--- config.mk ---
export PLATFORM = sky130hd
export DESIGN_NAME = crc32c_step
export DESIGN_NICKNAME = d
export VERILOG_FILES = /design/src/rtl/crc32c_pkg.sv /design/src/rtl/crc32c_fold.sv /design/src/rtl/crc32c_stage.sv /design/src/rtl/crc32c_step.sv
export SDC_FILE = /design/constraint.sdc
export NUM_CORES = 1
export LEC_CHECK = 0
export BUFFER_PORTS_ARGS = -buffer_cell sky130_fd_sc_hd__buf_2
export CORE_MARGIN = 2
export CORE_UTILIZATION = 30
export DETAILED_ROUTE_END_ITERATION = 12
export GPL_ROUTABILITY_DRIVEN = 0
export PLACE_DENSITY = 0.48
export SYNTH_ARGS = -nofsm -noshare
export SYNTH_HDL_FRONTEND = slang
export SYNTH_HIERARCHICAL = 1
export SYNTH_SLANG_ARGS = --single-unit
--- constraint.sdc ---
create_clock -name clk -period 10 [get_ports clk]
set_input_delay 0.5 -clock clk [delete_from_list [all_inputs] [get_ports clk]]
set_output_delay 0.5 -clock clk [all_outputs]
set_load 0.005 [all_outputs]
--- src/rtl/crc32c_pkg.sv ---
package crc32c_pkg;

    localparam int CRC_W  = 32;
    localparam int DATA_W = 64;
    localparam int DEST_W = 64;
    localparam int N_WIDTHS = 4;
    localparam int SEL_W  = $clog2(N_WIDTHS);
    localparam logic [CRC_W-1:0] POLY_REFL = 32'h82F63B78;

    typedef enum logic [SEL_W-1:0] {
        CHUNK_8  = 2'd0,
        CHUNK_16 = 2'd1,
        CHUNK_32 = 2'd2,
        CHUNK_64 = 2'd3
    } chunk_e;

    typedef struct packed {
        chunk_e              width;
        logic [CRC_W-1:0]    crc;
        logic [DATA_W-1:0]   data;
    } step_req_t;

    // Reflected CRC update over the lowest nbits of d, bit 0 first
    function automatic logic [CRC_W-1:0] fold_bits(
        input logic [CRC_W-1:0]  crc,
        input logic [DATA_W-1:0] d,
        input int                nbits
    );
        logic [CRC_W-1:0] c;
        logic             fb;
        c = crc;
        for (int i = 0; i < DATA_W; i++) begin
            if (i < nbits) begin
                fb = c[0] ^ d[i];
                c  = c >> 1;
                if (fb) c = c ^ POLY_REFL;
            end
        end
        return c;
    endfunction

endpackage

--- src/rtl/crc32c_fold.sv ---
module crc32c_fold
    import crc32c_pkg::*;
(
    input  step_req_t          req,
    output logic [DEST_W-1:0]  result
);
    logic [CRC_W-1:0] per_width [N_WIDTHS];

    for (genvar k = 0; k < N_WIDTHS; k++) begin : g_width
        localparam int NBITS = 8 << k;
        assign per_width[k] = fold_bits(req.crc, req.data, NBITS);
    end

    always_comb begin
        result = '0;
        result[CRC_W-1:0] = per_width[req.width];
    end
endmodule

--- src/rtl/crc32c_stage.sv ---
module crc32c_stage
    import crc32c_pkg::*;
(
    input  logic              clk,
    input  logic              rst,
    input  logic              in_valid,
    output logic              in_ready,
    input  logic [DEST_W-1:0] d_result,
    output logic              out_valid,
    input  logic              out_ready,
    output logic [DEST_W-1:0] out_crc
);
    logic take;

    assign in_ready = !out_valid || out_ready;
    assign take     = in_valid && in_ready;

    always_ff @(posedge clk) begin
        if (rst) begin
            out_valid <= 1'b0;
            out_crc   <= '0;
        end else begin
            if (take) begin
                out_valid <= 1'b1;
                out_crc   <= d_result;
            end else if (out_ready) begin
                out_valid <= 1'b0;
            end
        end
    end

    p_hold_r10: assert property (@(posedge clk) disable iff (rst)
        out_valid && !out_ready |=> out_valid && $stable(out_crc));

    p_accept_r9: assert property (@(posedge clk) disable iff (rst)
        in_valid && in_ready |=> out_valid);

    p_drain_r11: assert property (@(posedge clk) disable iff (rst)
        out_valid && out_ready && !in_valid |=> !out_valid);

    p_upper_zero_r7: assert property (@(posedge clk) disable iff (rst)
        out_valid |-> out_crc[DEST_W-1:CRC_W] == '0);

    p_stall_r10: assert property (@(posedge clk) disable iff (rst)
        out_valid && !out_ready |-> !in_ready);
endmodule

--- src/rtl/crc32c_step.sv ---
module crc32c_step
    import crc32c_pkg::*;
(
    input  logic              clk,
    input  logic              rst,
    input  logic              in_valid,
    output logic              in_ready,
    input  logic [1:0]        in_width,
    input  logic [63:0]       in_crc,
    input  logic [63:0]       in_data,
    output logic              out_valid,
    input  logic              out_ready,
    output logic [63:0]       out_crc
);
    step_req_t         req;
    logic [DEST_W-1:0] folded;

    always_comb begin
        req.width = chunk_e'(in_width);
        req.crc   = in_crc[CRC_W-1:0];
        req.data  = in_data;
    end

    crc32c_fold u_fold (
        .req    (req),
        .result (folded)
    );

    crc32c_stage u_stage (
        .clk       (clk),
        .rst       (rst),
        .in_valid  (in_valid),
        .in_ready  (in_ready),
        .d_result  (folded),
        .out_valid (out_valid),
        .out_ready (out_ready),
        .out_crc   (out_crc)
    );
endmodule

==> impl_metrics.sql, run 1 <==
INSERT INTO impl_metrics (metric_group, metric, value, unit) VALUES
('clock_network', 'postCtsSetupRepairBufs', '0', ''),
('yosys', 'netlist-cell-type-count', '37', ''),
('global_routing', 'grt_max_degree', '68', ''),
('run_status', 'outcome', 'completed', ''),
('layout', 'final_util', '35.2', '%'),
('place', 'estimated_wirelength_of_the_detail_placed_design', '38600', 'um'),
('min_path', 'beginning_of_the_worst_hold_path', 'u_stage/out_crc[44]', ''),
('yosys', 'netlist_area', '14600', 'um2'),
('min_path', 'hold_path.class', 'reg2reg', ''),
('timing', 'totalNegativeSetupSlack', '0', 'ns'),
('yosys', 'ys.warnings.count', '6', ''),
('worst_setup_path', 'crit_buf_inv', '2', ''),
('layout', 'mostFrequentLayoutCell', 'sky130_fd_sc_hd__xnor2_1', ''),
('worst_setup_path', 'critPathCaptureType', 'flip-flop', ''),
('yosys', 'postSynth.asyncResetShare', '0', '%'),
('worst_setup_path', 'reg_to_reg_endpoint', 'u_stage/out_crc[41]', ''),
('global_routing', 'grt_usage', '18.2', '%'),
('layout', 'layout.cells.most_common_list', '345 x sky130_fd_sc_hd__xnor2_1, 170 x sky130_fd_sc_hd__xnor3_1, 166 x sky130_fd_sc_hd__buf_2', ''),
('clock_network', 'clk_sink_count', '65', ''),
('timing', 'unrepaired_setup_endpoints_after_global_routing', 'no', ''),
('yosys', 'postSynthRegisterBits', '65', ''),
('global_routing', 'grt_overflow_total', '0', ''),
('global_routing', 'grt_antenna_before_repair', '2', ''),
('worst_setup_path', 'crit_path_cell_trace', 'buf_2 > xnor2_4 > xnor3_1 > xnor3_1 > xnor2_2 > xnor3_2 > xnor2_4 > xnor3_2 > xnor3_1 > xnor3_1 > xnor3_1 > xor3_2 > xor2_2 > buf_4 > xnor3_1 > xnor2_1 > xnor2_2 > xnor3_1 > xnor2_2 > xnor3_1 > mux4_2 > nand3_1 > a21oi_1', ''),
('timing', 'post-route-period-util', '95.4', '%'),
('worst_setup_path', 'family_with_the_most_delay_on_the_worst_path', 'XOR/XNOR gates', ''),
('drt', 'detailroute.via_count', '9325', ''),
('timing', 'timing.final.max_slew_violations', '0', ''),
('drt', 'route.layer.met1.wl', '23100', 'um'),
('clock_network', 'max-clock-path-buffers', '2', ''),
('drt', 'route.met3.wl', '2570', 'um'),
('floorplan', 'die_area', '50600', 'um2'),
('clock_network', 'cts_made_buffers', '9', ''),
('layout', 'area.growth.synth_to_final', '15.5', '%'),
('drt', 'detailedRoute.firstPassIterationCount', '5', ''),
('worst_setup_path', 'timing.critical_path.slowest_cell_delay', '0.70', 'ns'),
('layout', 'layout-drive-gt1-share', '31.0', '%'),
('global_routing', 'first_global_vias', '9373', ''),
('global_routing', 'wire_length_of_the_first_global_routing_pass', '66800', 'um'),
('clock_network', 'post_cts_resize_count', '0', ''),
('timing', 'max_slew_margin', '35.6', '%'),
('layout', 'stdcell_count', '2025', ''),
('drt', 'drt.antenna.violating_nets', '0', ''),
('timing', 'timing_hold_violations_final', '0', ''),
('worst_setup_path', 'worst_path_most_repeated_cell', 'sky130_fd_sc_hd__xnor3_1', ''),
('floorplan', 'rows', '80', ''),
('clock_network', 'clk-insertion-delay-late', '0.33', 'ns'),
('worst_setup_path', 'worstPathRequired', '10.18', 'ns'),
('timing', 'clock_period_minus_worst_slack', '9.54', 'ns'),
('yosys', 'yosysSeqAreaShare', '8.89', '%'),
('worst_setup_path', 'worstSetupPathType', 'in2reg', ''),
('drt', 'routed_wirelength', '46000', 'um'),
('timing', 'fin_worst_skew', '0.00774', 'ns'),
('drt', 'routed_wire_length_per_instance', '22.7', 'um'),
('worst_setup_path', 'worst_r2r_path_depth', '4', ''),
('place', 'numPlacedInstances', '2009', ''),
('timing', 'setup_violations', '0', ''),
('layout', 'n_fill_cell', '4816', ''),
('worst_setup_path', 'critical_path.startpoint_type', 'input port', ''),
('clock_network', 'clk_pin_slew_worst_paths', '0.06', 'ns'),
('floorplan', 'initial_utilization', '30.5', '%'),
('worst_setup_path', 'worst-endpoint-arrival', '9.72', 'ns'),
('clock_network', 'cts_tree', 'done', ''),
('worst_setup_path', 'critical_path_peak_fanout', '9', ''),
('flow_run', 'maxCapViolations', '0', ''),
('yosys', 'netlist_instances', '1183', ''),
('clock_network', 'cts-hold-fix-buffers', '0', ''),
('min_path', 'min_to', 'u_stage/out_crc[44]', ''),
('yosys', 'synth_enable_flop_cells', '0', ''),
('floorplan', 'core_area', '47900', 'um2'),
('timing', 'hold_ws', '0.567', 'ns');
-- registers in the layout, indices dropped and copies added, names as in the netlist --
| name | cells |
|---|---|
| u_stage/out_crc | 64 |
| u_stage/out_valid | 1 |
-- synth_stat cells, types with 3 or more instances --
cell | n | area share [%]
sky130_fd_sc_hd__xnor2_1 | 345 | 21
sky130_fd_sc_hd__xnor3_1 | 170 | 26
sky130_fd_sc_hd__xor2_1 | 112 | 6.7
sky130_fd_sc_hd__a21oi_1 | 71 | 2.4
sky130_fd_sc_hd__dfxtp_1 | 65 | 8.9
sky130_fd_sc_hd__nand3_1 | 64 | 2.2
sky130_fd_sc_hd__buf_4 | 35 | 1.8
sky130_fd_sc_hd__a21bo_1 | 34 | 2.3
sky130_fd_sc_hd__xor3_1 | 31 | 5.0
sky130_fd_sc_hd__a21bo_2 | 30 | 2.1
sky130_fd_sc_hd__xnor2_2 | 30 | 3.3
sky130_fd_sc_hd__xnor3_2 | 28 | 4.5
sky130_fd_sc_hd__buf_2 | 27 | 0.92
sky130_fd_sc_hd__mux4_2 | 21 | 3.2
sky130_fd_sc_hd__xnor2_4 | 18 | 3.4
sky130_fd_sc_hd__xor2_2 | 18 | 2.0
sky130_fd_sc_hd__clkbuf_1 | 16 | 0.41
sky130_fd_sc_hd__inv_1 | 12 | 0.31
sky130_fd_sc_hd__o21ai_0 | 7 | 0.24
sky130_fd_sc_hd__buf_6 | 6 | 0.46
sky130_fd_sc_hd__nand2_1 | 5 | 0.13
sky130_fd_sc_hd__nor2_1 | 5 | 0.13
sky130_fd_sc_hd__o221ai_1 | 5 | 0.30
sky130_fd_sc_hd__xor2_4 | 5 | 0.94
sky130_fd_sc_hd__a22oi_1 | 3 | 0.15
sky130_fd_sc_hd__buf_1 | 3 | 0.077
sky130_fd_sc_hd__xor3_2 | 3 | 0.51
-- how the worst max path moves through the flow --
| stage | to | slack, ns | start | depth (start not counted) |
|---|---|---|---|---|
| 2_1_floorplan | u_stage/out_crc[6] | 1.07 | in_data[0] | 23 |
| 3_3_place_gp | u_stage/out_crc[16] | 0.12 | in_data[2] | 23 |
| 3_5_place_dp | u_stage/out_crc[6] | 0.14 | in_data[2] | 23 |
| 4_1_cts | u_stage/out_crc[6] | 0.44 | in_data[2] | 23 |
| 5_1_grt | u_stage/out_crc[8] | 0.11 | in_data[3] | 25 |
| 6_report | u_stage/out_crc[6] | 0.46 | in_data[2] | 23 |
-- worst reg2reg max path, cell delays in order, from the launching register on --
cell and delay, ns:
sky130_fd_sc_hd__dfxtp_1 0.33, sky130_fd_sc_hd__nand2b_4 0.49, sky130_fd_sc_hd__buf_4 0.68, sky130_fd_sc_hd__a21bo_1 0.25
sky130_fd_sc_hd__a21oi_1 0.07
-- cell families after synthesis --
group	synth area share (%)
compound gates	7.77
flops	8.89
other cells	0.0256
mux	3.37
simple gates	2.70
xor+xnor	73.3
buf+inv	3.98
-- area by class of cell --
cell class / count / area [um2] / share of cell area [%]
multi-input cells: 1050 / 12900 / 76.2
repair buffers: 267 / 1600 / 9.48
flip-flops and latches: 65 / 1300 / 7.70
well taps: 615 / 769 / 4.55
clock buffers: 10 / 239 / 1.41
clock inverters: 6 / 73.8 / 0.437
inverters: 12 / 45.0 / 0.267
-- per-layer routing --
layer  global-route usage, %  up-vias
met5                       0        -
met4                    2.82        0
li1                        -     4423
met3                    2.23       23
met2                    27.4      284
met1                    28.1     4595
-- metrics by stage --
stage	worst slack, ns	instance area, um2
6_report	0.464	16900
5_1_grt	0.113	16900
4_1_cts	0.439	16900
3_5_place_dp	0.139	16600
3_3_place_gp	0.116	16600
2_1_floorplan	1.07	14800
Power of run 1 is not shown: default switching activity piles up to over one toggle a cycle in this logic, so the estimate is an artifact.
==> run 2, diff against run 1 <==
--- a/config.mk
+++ b/config.mk
@@ -7,10 +7,10 @@
 export LEC_CHECK = 0
 export BUFFER_PORTS_ARGS = -buffer_cell sky130_fd_sc_hd__buf_2
 export CORE_MARGIN = 2
-export CORE_UTILIZATION = 30
+export CORE_UTILIZATION = 50
 export DETAILED_ROUTE_END_ITERATION = 12
 export GPL_ROUTABILITY_DRIVEN = 0
-export PLACE_DENSITY = 0.48
+export PLACE_DENSITY = 0.72
 export SYNTH_ARGS = -nofsm -noshare
 export SYNTH_HDL_FRONTEND = slang
 export SYNTH_HIERARCHICAL = 1
==> run 2 against run 1 <==
Net effect: fmax grew 1.3%; die area shrank 39%; first-iteration DRC count grew 60%; setup slack gained 0.13 ns; sequential share of layout area grew 0.17 points; highest routed layer unchanged; core utilization grew 22 points; global-route usage grew 7.5 points; non-clock buffer count shrank 6.
==> impl_metrics.sql, run 2 (synthesis gave the netlist of run 1 again) <==
INSERT INTO impl_metrics (metric_group, metric, value, unit) VALUES
('drt', 'detailedRoute.firstPassIterationCount', '5', ''),
('flow_run', 'maxCapViolations', '0', ''),
('worst_setup_path', 'critPathCaptureType', 'flip-flop', ''),
('clock_network', 'max-clock-path-buffers', '2', ''),
('global_routing', 'wire_length_of_the_first_global_routing_pass', '58500', 'um'),
('global_routing', 'gr-usage-met2', '39.9', '%'),
('clock_network', 'clk-insertion-delay-late', '0.32', 'ns'),
('timing', 'totalNegativeSetupSlack', '0', 'ns'),
('place', 'io_buffer_count', '167', ''),
('clock_network', 'cts_tree', 'done', ''),
('drt', 'drt.antenna.violating_nets', '0', ''),
('clock_network', 'cts_made_buffers', '9', ''),
('worst_setup_path', 'reg2reg_from', 'u_stage/out_valid', ''),
('global_routing', 'first_global_vias', '9408', ''),
('global_routing', 'globalRouteMet1Util', '37.2', '%'),
('drt', 'routed_wirelength', '39200', 'um'),
('run_status', 'outcome', 'completed', ''),
('floorplan', 'die_area', '30700', 'um2'),
('timing', 'fmax', '0.106', 'GHz'),
('layout', 'mostFrequentLayoutCell', 'sky130_fd_sc_hd__xnor2_1', ''),
('timing', 'timing.final.max_slew_violations', '0', ''),
('global_routing', 'gr-max-usage-layer', 'met2', ''),
('drt', 'route.detailed.drc', '0', ''),
('clock_network', 'cts-hold-fix-buffers', '0', ''),
('worst_setup_path', 'setup_slack_of_the_most_critical_reg_to_reg_path', '8.07', 'ns'),
('global_routing', 'grt_usage', '25.7', '%'),
('place', 'estimated_wirelength_of_the_detail_placed_design', '32800', 'um'),
('floorplan', 'rows', '62', ''),
('worst_setup_path', 'worstPathRequired', '10.16', 'ns'),
('layout', 'largest_reg_flops', '64', ''),
('worst_setup_path', 'worst_r2r_path_depth', '4', ''),
('layout', 'layout.nets', '1533', ''),
('layout', 'largest_registers', 'u_stage/out_crc: 64 flops, u_stage/out_valid: 1 flops', ''),
('worst_setup_path', 'worst-endpoint-arrival', '9.57', 'ns'),
('drt', 'detailroute.via_count', '9509', ''),
('clock_network', 'cts_max_level', '3', ''),
('floorplan', 'die-width', '175', 'um'),
('clock_network', 'cts-root-buf', 'sky130_fd_sc_hd__clkbuf_16', ''),
('worst_setup_path', 'worstSetupPathType', 'in2reg', ''),
('drt', 'drt_iter0_drc', '962', ''),
('worst_setup_path', 'reg_to_reg_endpoint', 'u_stage/out_crc[24]', ''),
('layout', 'layout.cells.most_common_list', '345 x sky130_fd_sc_hd__xnor2_1, 170 x sky130_fd_sc_hd__xnor3_1, 166 x sky130_fd_sc_hd__buf_2', ''),
('floorplan', 'core_area', '28800', 'um2'),
('clock_network', 'postCtsSetupRepairBufs', '0', ''),
('timing', 'worst-slew-pin-transition', '1.20', 'ns'),
('timing', 'max_slew_margin', '20.0', '%'),
('min_path', 'hold_path.class', 'reg2reg', ''),
('floorplan', 'initial_utilization', '50.9', '%'),
('layout', 'top_register', 'u_stage/out_crc', ''),
('timing', 'fin_worst_skew', '0.00640', 'ns'),
('floorplan', 'ioPinCount', '200', ''),
('clock_network', 'post_cts_resize_count', '0', ''),
('worst_setup_path', 'critical_path_peak_fanout', '6', ''),
('timing', 'timing_hold_violations_final', '0', ''),
('global_routing', 'grt_max_degree', '90', ''),
('global_routing', 'grt_antenna_before_repair', '0', ''),
('drt', 'routed_wire_length_per_instance', '21.9', 'um'),
('worst_setup_path', 'critical_path.startpoint_type', 'input port', ''),
('clock_network', 'clk_pin_slew_worst_paths', '0.06', 'ns'),
('timing', 'post-route-period-util', '94.1', '%'),
('layout', 'diodes', '0', ''),
('timing', 'unrepaired_setup_endpoints_after_global_routing', 'no', ''),
('drt', 'route.detailed.vias_per_inst', '5.32', ''),
('layout', 'layout-drive-gt1-share', '30.7', '%'),
('floorplan', 'chipHeight', '175', 'um'),
('worst_setup_path', 'crit_start', 'in_data[2]', ''),
('worst_setup_path', 'crit_end', 'u_stage/out_crc[6]', ''),
('global_routing', 'grt_overflow_total', '0', ''),
('clock_network', 'clk_sink_count', '65', ''),
('global_routing', 'met3_capacity_usage_during_global_routing', '5.33', '%'),
('layout', 'area.growth.synth_to_final', '13.0', '%'),
('timing', 'clock_period_minus_worst_slack', '9.41', 'ns'),
('timing', 'setup_violations', '0', '');
run 2: worst min path at each step:
stage / start / to / cells after the start
floorplan: u_stage/out_crc[25] / u_stage/out_crc[25] / 2
global placement: u_stage/out_crc[55] / u_stage/out_crc[55] / 2
detailed placement: u_stage/out_crc[51] / u_stage/out_crc[51] / 2
CTS: u_stage/out_crc[16] / u_stage/out_crc[16] / 2
global route: u_stage/out_crc[4] / u_stage/out_crc[4] / 2
finish: u_stage/out_crc[24] / u_stage/out_crc[24] / 2
run 2: routing by layer:
metal / routed length (um) / part of all wire (%)
met4: 864 / 2.2
met2: 17400 / 44
met3: 3860 / 9.9
met1: 17000 / 43
met5: 0 / 0
run 2: final cells by class:
type                            instances  area, um2
Fill cell                            2468      12200
Timing Repair Buffer                  261       1540
Sequential cell                        65       1300
Multi-Input combinational cell       1050      12900
Inverter                               12       45.0
Clock buffer                            9        225
Clock inverter                          7       71.3
Tap cell                              384        480
run 2: critical path, cell delays in order:
cell	delay (ns)
sky130_fd_sc_hd__buf_2	0.14
sky130_fd_sc_hd__xnor2_4	0.34
sky130_fd_sc_hd__buf_4	0.23
sky130_fd_sc_hd__xnor3_1	0.44
sky130_fd_sc_hd__xnor3_1	0.50
sky130_fd_sc_hd__xnor2_2	0.33
sky130_fd_sc_hd__xor3_1	0.53
sky130_fd_sc_hd__buf_4	0.26
sky130_fd_sc_hd__xnor2_4	0.18
sky130_fd_sc_hd__xnor2_1	0.35
sky130_fd_sc_hd__xnor3_1	0.54
sky130_fd_sc_hd__xnor2_1	0.35
sky130_fd_sc_hd__xnor3_1	0.53
sky130_fd_sc_hd__xnor3_1	0.48
sky130_fd_sc_hd__xnor2_1	0.44
sky130_fd_sc_hd__xnor3_2	0.65
sky130_fd_sc_hd__xnor2_4	0.23
sky130_fd_sc_hd__xnor2_1	0.37
sky130_fd_sc_hd__xnor2_2	0.21
sky130_fd_sc_hd__xnor3_1	0.56
sky130_fd_sc_hd__xnor2_2	0.25
sky130_fd_sc_hd__xnor3_1	0.48
sky130_fd_sc_hd__mux4_2	0.49
sky130_fd_sc_hd__nand3_1	0.08
sky130_fd_sc_hd__a21oi_1	0.07
run 2: through the flow:
stage	hold WS [ns]	area [um2]	worst slack (ns)	util (%)	instances
6_report	0.569	16500	0.590	57.5	1788
5_1_grt	0.587	16500	0.229	57.5	1788
4_1_cts	0.570	16500	0.580	57.5	1788
3_5_place_dp	0.556	16200	0.266	56.4	1772
3_3_place_gp	0.555	16200	0.346	56.4	1772
2_1_floorplan	0.564	14800	1.07	-	1214
Power of run 2 is left out for the same reason.
